### src/rtl/bar_pkg.sv
package bar_pkg;

    localparam int NUM_BAR   = 6;
    localparam int IDX_W     = $clog2(NUM_BAR);
    localparam int CFG_AW    = 12;
    localparam int DATA_W    = 32;
    localparam int REQ_AW    = 64;
    localparam int FIRST_OFF = 'h10;

    typedef enum logic [2:0] {
        SLOT_OFF,
        SLOT_MEM32,
        SLOT_MEM64_LO,
        SLOT_MEM64_HI,
        SLOT_IO
    } slot_kind_t;

    // bits of a slot that hold base address state
    function automatic logic [DATA_W-1:0] wr_mask(slot_kind_t kind, int unsigned lg);
        logic [DATA_W-1:0] ones;
        ones = '1;
        case (kind)
            SLOT_OFF:      return '0;
            SLOT_MEM64_HI: return '1;
            SLOT_IO:       return (ones << lg) & ~DATA_W'(32'h3);
            default:       return (ones << lg) & ~DATA_W'(32'hF);
        endcase
    endfunction

    function automatic logic [DATA_W-1:0] attr_bits(slot_kind_t kind);
        case (kind)
            SLOT_MEM64_LO: return DATA_W'(32'h4);
            SLOT_IO:       return DATA_W'(32'h1);
            default:       return '0;
        endcase
    endfunction

    typedef struct packed {
        logic [DATA_W-1:0] base;
    } slot_state_t;

    typedef struct packed {
        logic              rvalid;
        logic [DATA_W-1:0] rdata;
        logic              hvalid;
        logic [IDX_W-1:0]  hidx;
    } bank_state_t;

endpackage

### src/rtl/bar_slot.sv
module bar_slot
    import bar_pkg::*;
#(
    parameter slot_kind_t  KIND      = SLOT_OFF,
    parameter int unsigned SIZE_LOG2 = 0
) (
    input  logic              clk,
    input  logic              rst_n,
    input  logic              wr_en,
    input  logic [DATA_W-1:0] wdata,
    output logic [DATA_W-1:0] rd_val,
    output logic [DATA_W-1:0] base_val
);

    localparam logic [DATA_W-1:0] WMASK = wr_mask(KIND, SIZE_LOG2);
    localparam logic [DATA_W-1:0] ATTR  = attr_bits(KIND);

    slot_state_t st_d, st_q;

    always_comb begin
        st_d = st_q;
        if (wr_en) begin
            st_d.base = wdata & WMASK;
        end
    end

    always_ff @(posedge clk) begin
        if (!rst_n) begin
            st_q <= '0;
        end else begin
            st_q <= st_d;
        end
    end

    assign base_val = st_q.base;
    assign rd_val   = st_q.base | ATTR;

endmodule

### src/rtl/bar_match.sv
module bar_match
    import bar_pkg::*;
#(
    parameter slot_kind_t  KIND      = SLOT_OFF,
    parameter int unsigned SIZE_LOG2 = 0
) (
    input  logic [REQ_AW-1:0] addr,
    input  logic [DATA_W-1:0] lo_base,
    input  logic [DATA_W-1:0] hi_base,
    output logic              match
);

    localparam logic [DATA_W-1:0] CMASK = wr_mask(KIND, SIZE_LOG2);

    logic low_eq;
    logic high_eq;

    always_comb begin
        low_eq  = (((addr[DATA_W-1:0] ^ lo_base) & CMASK) == '0);
        high_eq = 1'b0;
        match   = 1'b0;
        case (KIND)
            SLOT_MEM32: begin
                high_eq = (addr[REQ_AW-1:DATA_W] == '0);
                match   = low_eq && high_eq;
            end
            SLOT_MEM64_LO: begin
                high_eq = (addr[REQ_AW-1:DATA_W] == hi_base);
                match   = low_eq && high_eq;
            end
            default: match = 1'b0;
        endcase
    end

endmodule

### src/rtl/bar_prio.sv
module bar_prio #(
    parameter int N     = 6,
    parameter int IDX_W = 3
) (
    input  logic [N-1:0]     req,
    output logic             any,
    output logic [IDX_W-1:0] idx
);

    always_comb begin
        any = |req;
        idx = '0;
        for (int i = N - 1; i >= 0; i--) begin
            if (req[i]) begin
                idx = IDX_W'(i);
            end
        end
    end

endmodule

### src/rtl/ep_bar_bank.sv
module ep_bar_bank
    import bar_pkg::*;
#(
    parameter int unsigned        SIZE_LOG2 [NUM_BAR] = '{12, 0, 20, 0, 8, 0},
    parameter logic [NUM_BAR-1:0] IS64                = 6'b000100,
    parameter logic [NUM_BAR-1:0] IS_IO               = 6'b010000
) (
    input  logic              clk,
    input  logic              rst_n,
    input  logic              cfg_wr_en,
    input  logic              cfg_rd_en,
    input  logic [CFG_AW-1:0] cfg_addr,
    input  logic [DATA_W-1:0] cfg_wdata,
    output logic              cfg_rvalid,
    output logic [DATA_W-1:0] cfg_rdata,
    input  logic              mem_en,
    input  logic              req_valid,
    input  logic [REQ_AW-1:0] req_addr,
    output logic              hit_valid,
    output logic [IDX_W-1:0]  hit_bar
);

    localparam int WORD_W = CFG_AW - 2;
    localparam logic [WORD_W-1:0] FIRST_WORD = WORD_W'(FIRST_OFF / 4);
    localparam logic [NUM_BAR-1:0] UPPER =
        {IS64[NUM_BAR-2:0] & ~IS_IO[NUM_BAR-2:0], 1'b0};

    logic [WORD_W-1:0]  word;
    logic [WORD_W-1:0]  rel;
    logic               in_rng;
    logic [IDX_W-1:0]   sel;
    logic [NUM_BAR-1:0] wr_sel;
    logic [DATA_W-1:0]  slot_rd   [NUM_BAR];
    logic [DATA_W-1:0]  slot_base [NUM_BAR];
    logic [NUM_BAR-1:0] slot_hit;
    logic               any_hit;
    logic [IDX_W-1:0]   hit_idx;

    assign word   = cfg_addr[CFG_AW-1:2];
    assign rel    = word - FIRST_WORD;
    assign in_rng = (word >= FIRST_WORD) && (rel < WORD_W'(NUM_BAR));
    assign sel    = rel[IDX_W-1:0];

    for (genvar i = 0; i < NUM_BAR; i++) begin : g_slot
        localparam slot_kind_t KIND =
            UPPER[i]            ? SLOT_MEM64_HI :
            (SIZE_LOG2[i] == 0) ? SLOT_OFF      :
            IS_IO[i]            ? SLOT_IO       :
            IS64[i]             ? SLOT_MEM64_LO : SLOT_MEM32;

        logic [DATA_W-1:0] hi_src;

        assign wr_sel[i] = cfg_wr_en && in_rng && (sel == IDX_W'(i));

        bar_slot #(
            .KIND      (KIND),
            .SIZE_LOG2 (SIZE_LOG2[i])
        ) u_slot (
            .clk      (clk),
            .rst_n    (rst_n),
            .wr_en    (wr_sel[i]),
            .wdata    (cfg_wdata),
            .rd_val   (slot_rd[i]),
            .base_val (slot_base[i])
        );

        if (i < NUM_BAR - 1) begin : g_hi
            assign hi_src = slot_base[i+1];
        end else begin : g_hi_none
            assign hi_src = '0;
        end

        bar_match #(
            .KIND      (KIND),
            .SIZE_LOG2 (SIZE_LOG2[i])
        ) u_match (
            .addr    (req_addr),
            .lo_base (slot_base[i]),
            .hi_base (hi_src),
            .match   (slot_hit[i])
        );
    end

    bar_prio #(
        .N     (NUM_BAR),
        .IDX_W (IDX_W)
    ) u_prio (
        .req (slot_hit),
        .any (any_hit),
        .idx (hit_idx)
    );

    bank_state_t st_d, st_q;

    always_comb begin
        st_d        = st_q;
        st_d.rvalid = cfg_rd_en;
        st_d.rdata  = '0;
        if (cfg_rd_en && in_rng) begin
            st_d.rdata = slot_rd[sel];
        end
        st_d.hvalid = req_valid && mem_en && any_hit;
        st_d.hidx   = (req_valid && mem_en && any_hit) ? hit_idx : '0;
    end

    always_ff @(posedge clk) begin
        if (!rst_n) begin
            st_q <= '0;
        end else begin
            st_q <= st_d;
        end
    end

    assign cfg_rvalid = st_q.rvalid;
    assign cfg_rdata  = st_q.rdata;
    assign hit_valid  = st_q.hvalid;
    assign hit_bar    = st_q.hidx;

endmodule

### config.mk
export PLATFORM = sky130hd
export DESIGN_NAME = ep_bar_bank
export DESIGN_NICKNAME = d
export VERILOG_FILES = /design/src/rtl/bar_pkg.sv /design/src/rtl/bar_slot.sv /design/src/rtl/bar_match.sv /design/src/rtl/bar_prio.sv /design/src/rtl/ep_bar_bank.sv
export SDC_FILE = /design/constraint.sdc
export NUM_CORES = 1
export LEC_CHECK = 0
export ABC_AREA = 1
export BUFFER_PORTS_ARGS = -buffer_cell sky130_fd_sc_hd__buf_2
export CORE_MARGIN = 2
export CORE_UTILIZATION = 30
export DETAILED_ROUTE_END_ITERATION = 10
export SYNTH_ARGS = -nofsm -noshare
export SYNTH_HDL_FRONTEND = slang
export SYNTH_SLANG_ARGS = --single-unit
### constraint.sdc
create_clock -name clk -period 4.1 [get_ports clk]
set_input_delay 0.41 -clock clk [delete_from_list [all_inputs] [get_ports clk]]
set_output_delay 0.41 -clock clk [all_outputs]
set_load 0.05 [all_outputs]
==> metrics.csv, run 1 <==
metric;value;unit
syn2layout_area_growth;26.8;%
die_area;0.0199;sq mm
fin_util;0.384;
grt_pass1_wl;27600;um
cts_hold_buf;0;
cts_resized;0;
seq_area_frac_synth;0.438;
ys_ff_latch;123;
start_util;0.303;
clock-root-buffer;clkbuf_16;
critPathMaxStageDelay;540;ps
setup_tns;0;ps
worstPathCellList;buf_2 > inv_2 > ha_1 > nand2_1 > nor2_1 > nand2_1 > nor2_4 > nand2_1 > buf_4 > a31oi_1;
dp.cells;1146;
wl_per_cell;15.0;um
fin_crit;2440;ps
hpwl;12400;um
crit_arrival;2790;ps
grt_max_degree;90;
dieWidth;141;um
vias;5402;
syn-cell-area;0.00563;sq mm
yosysTopAreaCellShare;0.438;
cap_violations;0;
grt.overflow.total;0;
fin_worst_skew;11.5;ps
synthTopCellsByArea;dfxtp_1, nor2_1, nand2_1;
drc_errors;0;
grt_pass1_vias;5083;
placementRows;50;
grtUsageTotal;0.184;
leakagePower;0.00282;uW
fin_crit_sh;0.595;
io_pins;151;
critical_path.top_delay_family;simple AND/OR/NAND/NOR gates;
comb_power_share;0.066;
insertion_delay;430;ps
die_h;141;um
synth-warning-count;0;
use_met3;0.0499;
drt_iter0_markers;360;
final_cells;1179;
p_clk_frac;0.532;
final_cell_mix;nor2_1, nand2_1, buf_2;
total_power;2980;uW
worstPathMaxFanout;19;
netSwitchingFraction;0.232;
critPathBufInv;3;
syn_area_per_cell;7.01;sq um
setup_viol;0;
peakVddDrop;273;uV
post_cts_buffers;0;
power.internal;2290;uW
place_congestion;0.847;
syn_inst;802;
drt.antenna.violating_nets;0;
critPathKind;in2reg;
wl;17700;um
htreeDepth;4;
worstSetupStartpoint;cfg_addr[4];
fmax;410;MHz
p_switching;693;uW
first_pass_iters;5;
busiest_layer;met2;
cts_tree;built;
p_per_area;418;mW/mm^2
seqPwrFrac;0.402;
synth_cell_types;33;
antenna_found_initial;3;
numCtsBuffers;17;
clkTransAtPathRegs;60;ps
hold_viol_final;0;
status;completed;
numClockSinks;123;
drv_slew;0;
port_buffers;134;
fin_nets;1047;
grt_use_met1;0.236;
crit-reg2reg-launch;g_slot[3].u_slot.base_val[17];
grt_use_met2;0.303;
cts.path.max_buffers;2;
critical_path_required;4450;ps
startpoint_type;input pin;
slew_headroom;0.426;
viasPerCell;4.58;
final_common_cell;nor2_1;
core;0.0186;sq mm
cp_slowest_cell;nand2_1;
crit_path_end_kind;register;
drive_gt1_frac;0.204;
hold_path.class;in2reg;
worst-slew-pin-transition;858;ps
rsz0062_at_grt;no;
yosys.area.top_type;dfxtp_1;
cpMostUsedCell;nand2_1;
hold_start;cfg_wdata[2];
-- worst paths after layout --
check | endpoint | slack, ps | cells past startpoint
worst min register to register | cfg_rdata[10] | 470 | 2
worst max-delay path | cfg_rdata[28] | 1660 | 10
worst max register to register | hit_valid | 2810 | 7
worst min-delay path | g_slot[3].u_slot.base_val[2] | 230 | 3
-- Yosys cell counts --
cell type  count
a21oi_1        8
a221oi_1       3
a22o_1         1
a22oi_1        6
a2bb2oi_1      1
a31oi_1        9
a32oi_1        1
a41oi_1        2
buf_1          2
buf_2          5
buf_4          9
clkbuf_1      21
conb_1         1
dfxtp_1      123
ha_1           2
inv_1         45
inv_2          2
nand2_1      147
nand2_2        1
nand3_1       14
nand3b_1       2
nand4_1        5
nor2_1       238
nor2_2         4
nor2_4         6
nor3_1         2
nor3_2         1
o21ai_0       74
o21ai_1       18
o221ai_1       2
or2_2          1
xnor2_1       42
xor2_1         4
-- through the flow --
step / worst slack (ps) / instance area (sq um) / hold slack (ps)
finish: 1660 / 7130 / 227
global route: 1500 / 7130 / 242
CTS: 1650 / 7130 / 217
detailed placement: 1210 / 6500 / 460
global placement: 1220 / 6500 / 455
floorplan: 2370 / 5630 / 441
-- logic make-up after synthesis --
group	after synthesis	share of synthesized area
AND/OR/NAND/NOR	421	0.300
AO/OA/AOI/OAI	125	0.123
flip-flops	123	0.438
buffers and inverters	84	0.0632
XOR/XNOR	46	0.0716
adder cells (fa/ha/maj)	2	0.00445
other	1	0.000667
-- metal layers --
layer	routed length, um	part of all wire	up-vias
li1	-	-	2802
met1	8030	0.45	2385
met2	8090	0.46	192
met3	1380	0.078	21
met4	216	0.012	2
met5	7	0.00040	-
-- final cells by class --
cell class	instances	area [sq um]
Inverter	47	176
Timing Repair Buffer	146	761
Antenna cell	2	5.00
Clock inverter	14	198
Tap cell	234	293
Fill cell	1967	11400
Sequential cell	123	2460
Clock buffer	17	425
Multi-Input combinational cell	596	2810
-- tightest hold or removal path, cell delays in order --
cell     delay, ps
buf_2           70
o21ai_1         60
nor2_1          70
-- flip-flops by register name, summed over array words and instances, names as in the netlist --
| register | cells |
|---|---|
| cfg_rdata | 32 |
| cfg_rvalid | 1 |
| g_slot.u_slot.base_val | 88 |
| hit_bar | 1 |
| hit_valid | 1 |
-- power groups by stage --
stage               registers (uW)  clock network (uW)  logic (uW)
floorplan                     1230                   0        98.2
global placement              1220                   0         196
detailed placement            1220                   0         196
CTS                           1200                1610         197
global route                  1200                1670         221
finish                        1200                1590         197
Note: power is estimated with default switching activity, not from simulation.
==> inputs of run 2 (changes only) <==
ABC_AREA = 0   (was 1)
clock period = 2.31 ns   (was 4.1 ns; I/O delays follow)
==> run 2 against run 1 <==
  * Total power is 77% higher
  * Global-route usage is 0.76 points lower
  * Via count is 17% lower
  * First-iteration DRC count is 23% lower
  * Largest cell class unchanged
  * Critical endpoint is now hit_bar[1]
  * Final area is 1.5% higher
==> metrics.csv, run 2 <==
metric;value;unit;change
status;completed;;
core;0.0186;sq mm;+0.34%
cap_violations;0;;unchanged
critical_path.top_delay_family;simple AND/OR/NAND/NOR gates;;
antenna_found_initial;2;;-1
hold_viol_final;0;;unchanged
p_per_area;727;mW/mm^2;+74%
drv_slew;0;;unchanged
setup_viol;0;;unchanged
synthFlopType;dfxtp_1;;
post_cts_buffers;0;;unchanged
ys_ff_latch;123;;unchanged
fillCellCount;1889;;-4.0%
first_pass_iters;4;;-1
rsz0062_at_grt;no;;
seq_area_frac_synth;0.435;;-0.00290
final_common_cell;buf_2;;
final_cells;945;;-20%
dieWidth;141;um;+0.32%
reg2reg_to;hit_bar[1];;
setup_ws;394;ps;-1270 ps
synth_cell_types;31;;-6.1%
grt.overflow.total;0;;unchanged
numCtsBuffers;17;;unchanged
clkTransAtPathRegs;60;ps;about the same
crit_arrival;2270;ps;-520 ps
insertion_delay;420;ps;about the same
critPathMaxStageDelay;550;ps;about the same
total_power;5260;uW;+77%
worstSetupStartpoint;g_slot[2].u_slot.base_val[21];;
critPathBufInv;0;;-3
fin_worst_skew;9.04;ps;-2.44 ps
placementRows;50;;unchanged
peakVddDrop;515;uV;+88%
dp.cells;912;;-20%
htreeDepth;4;;unchanged
start_util;0.304;;+0.000997
final_cell_mix;buf_2, dfxtp_1, mux2i_1;;
cts.path.max_buffers;2;;unchanged
synth-warning-count;0;;unchanged
wl_per_cell;18.5;um;+23%
synth_common_cells;dfxtp_1, mux2i_1, nor2b_1;;
grt_pass1_wl;25900;um;-6.2%
wl;17500;um;-1.1%
yosysTopAreaCellShare;0.435;;-0.00290
syn2layout_area_growth;27.8;%;
fin_crit_sh;0.830;;
grtUsageTotal;0.176;;-0.00762
setup_tns;0;ps;unchanged
finalHoldWorstSlack;78.3;ps;-149 ps
port_buffers;134;;unchanged
synth_edf_count;0;;unchanged
hold_path.class;in2reg;;
fin_crit;1920;ps;
largest_reg_flops;88;;unchanged
worstPathCellList;xor2_1 > nor4_1 > nand4_1 > or4_1 > o21ba_2;;
crit-reg2reg-launch;g_slot[2].u_slot.base_val[21];;
viasPerCell;4.76;;+3.8%
numClockSinks;123;;unchanged
cts_hold_buf;0;;unchanged
synthTopCellsByArea;dfxtp_1, mux2i_1, nor2b_1;;
hpwl;12800;um;+3.2%
worst-slew-pin-transition;783;ps;-75.2 ps
drc_errors;0;;unchanged
hold_start;cfg_wdata[7];;
slew_headroom;0.478;;+0.0515
drt.antenna.violating_nets;0;;unchanged
min_path_cells;3;;unchanged
io_pins;151;;unchanged
post-place-ws;247;ps;-964 ps
cts_resized;0;;unchanged
critPathKind;reg2reg;;
grt_pass1_vias;4402;;-13%
die_area;0.0200;sq mm;+0.65%
critical_path_required;2670;ps;-1780 ps
vias;4494;;-17%
grt_max_degree;89;;-1.1%
ys_async_sr_fraction;0;;unchanged
syn_area_per_cell;10.0;sq um;+43%
drt_iter0_markers;277;;-23%
startpoint_type;register;;
yosys.area.top_type;dfxtp_1;;
reg2regPathDepth;5;;-2
min_to;g_slot[3].u_slot.base_val[7];;
leakagePower;0.00360;uW;+27%
syn_inst;564;;-30%
clock-root-buffer;clkbuf_16;;
cts_tree;built;;
fin_nets;813;;-22%
synth.most_common_cell;dfxtp_1;;
fmax;522;MHz;
die_h;141;um;+0.32%
cp_slowest_cell;or4_1;;
worstPathMaxFanout;3;;-16
drive_gt1_frac;0.274;;+0.0700
syn-cell-area;0.00566;sq mm;+0.67%
crit_path_end_kind;register;;
regToRegSetupSlack;390;ps;-2420 ps
place_congestion;0.867;;+2.4%
run 2: cell types whose count changed in the layout (fill, tap and decap cells not counted), sizes merged, moves of 45 or more:
| cell | change |
|---|---|
| nor2 | -215 |
| nor2b | +89 |
| xor2 | +52 |
| inv | -45 |
| o21ai | -85 |
| mux2i | +95 |
| nand2 | -138 |
run 2: per-stage QoR:
step	area, sq um	util
finish	7240	0.388
global route	7240	0.388
CTS	7230	0.388
detailed placement	6610	0.355
global placement	6610	0.355
floorplan	5670	-
run 2: cell type report:
cell class                 instances  area [sq um]  area share
multi-input combinational        405          3050       0.421
sequential                       123          2460       0.340
timing repair buffer             148           801       0.111
clock buffer                      17           425      0.0588
tap                              234           293      0.0404
clock inverter                    14           196      0.0271
inverter                           2          7.51     0.00104
antenna                            2          5.00    0.000691
run 2: tightest hold or removal path: cells and delay by family:
kind                   cells  cell delay (ps)
multiplexers               1               50
AND/OR/NAND/NOR            1               90
buffers and inverters      1               80
run 2: metal layers:
metal,track usage,part of all wire
met1,0.252,0.49
met5,0,0
met2,0.263,0.44
met3,0.0456,0.066
met4,0.0479,0.0058
run 2: cells by family (layout without fill, tap and decap cells):
kind of cell | count (synthesis) | in the layout | share of synthesized area
AOI/OAI and AO/OA | 42 | 42 | 0.0537
other | 1 | 4 | 0.000662
muxes | 107 | 107 | 0.192
and+or+nand+nor | 188 | 188 | 0.188
DFF | 123 | 123 | 0.435
xor gates and xnor gates | 64 | 64 | 0.0990
buffers and inverters | 37 | 181 | 0.0276
adders and majority gates | 2 | 2 | 0.00442
run 2: worst max-delay path by stage:
| stage | endpoint | slack (ps) | cells after the start |
|---|---|---|---|
| after floorplan | g_slot[3].u_slot.base_val[10] | 190 | 8 |
| after global placement | g_slot[3].u_slot.base_val[9] | 250 | 8 |
| after detailed placement | g_slot[3].u_slot.base_val[6] | 250 | 8 |
| after CTS | hit_bar[1] | 400 | 5 |
| after global routing | hit_bar[1] | 320 | 5 |
| final | hit_bar[1] | 390 | 5 |
run 2: report_power, final:
group          internal, uW  switching (uW)
sequential             2120           0.649
combinational           137             206
clock                  1800             995
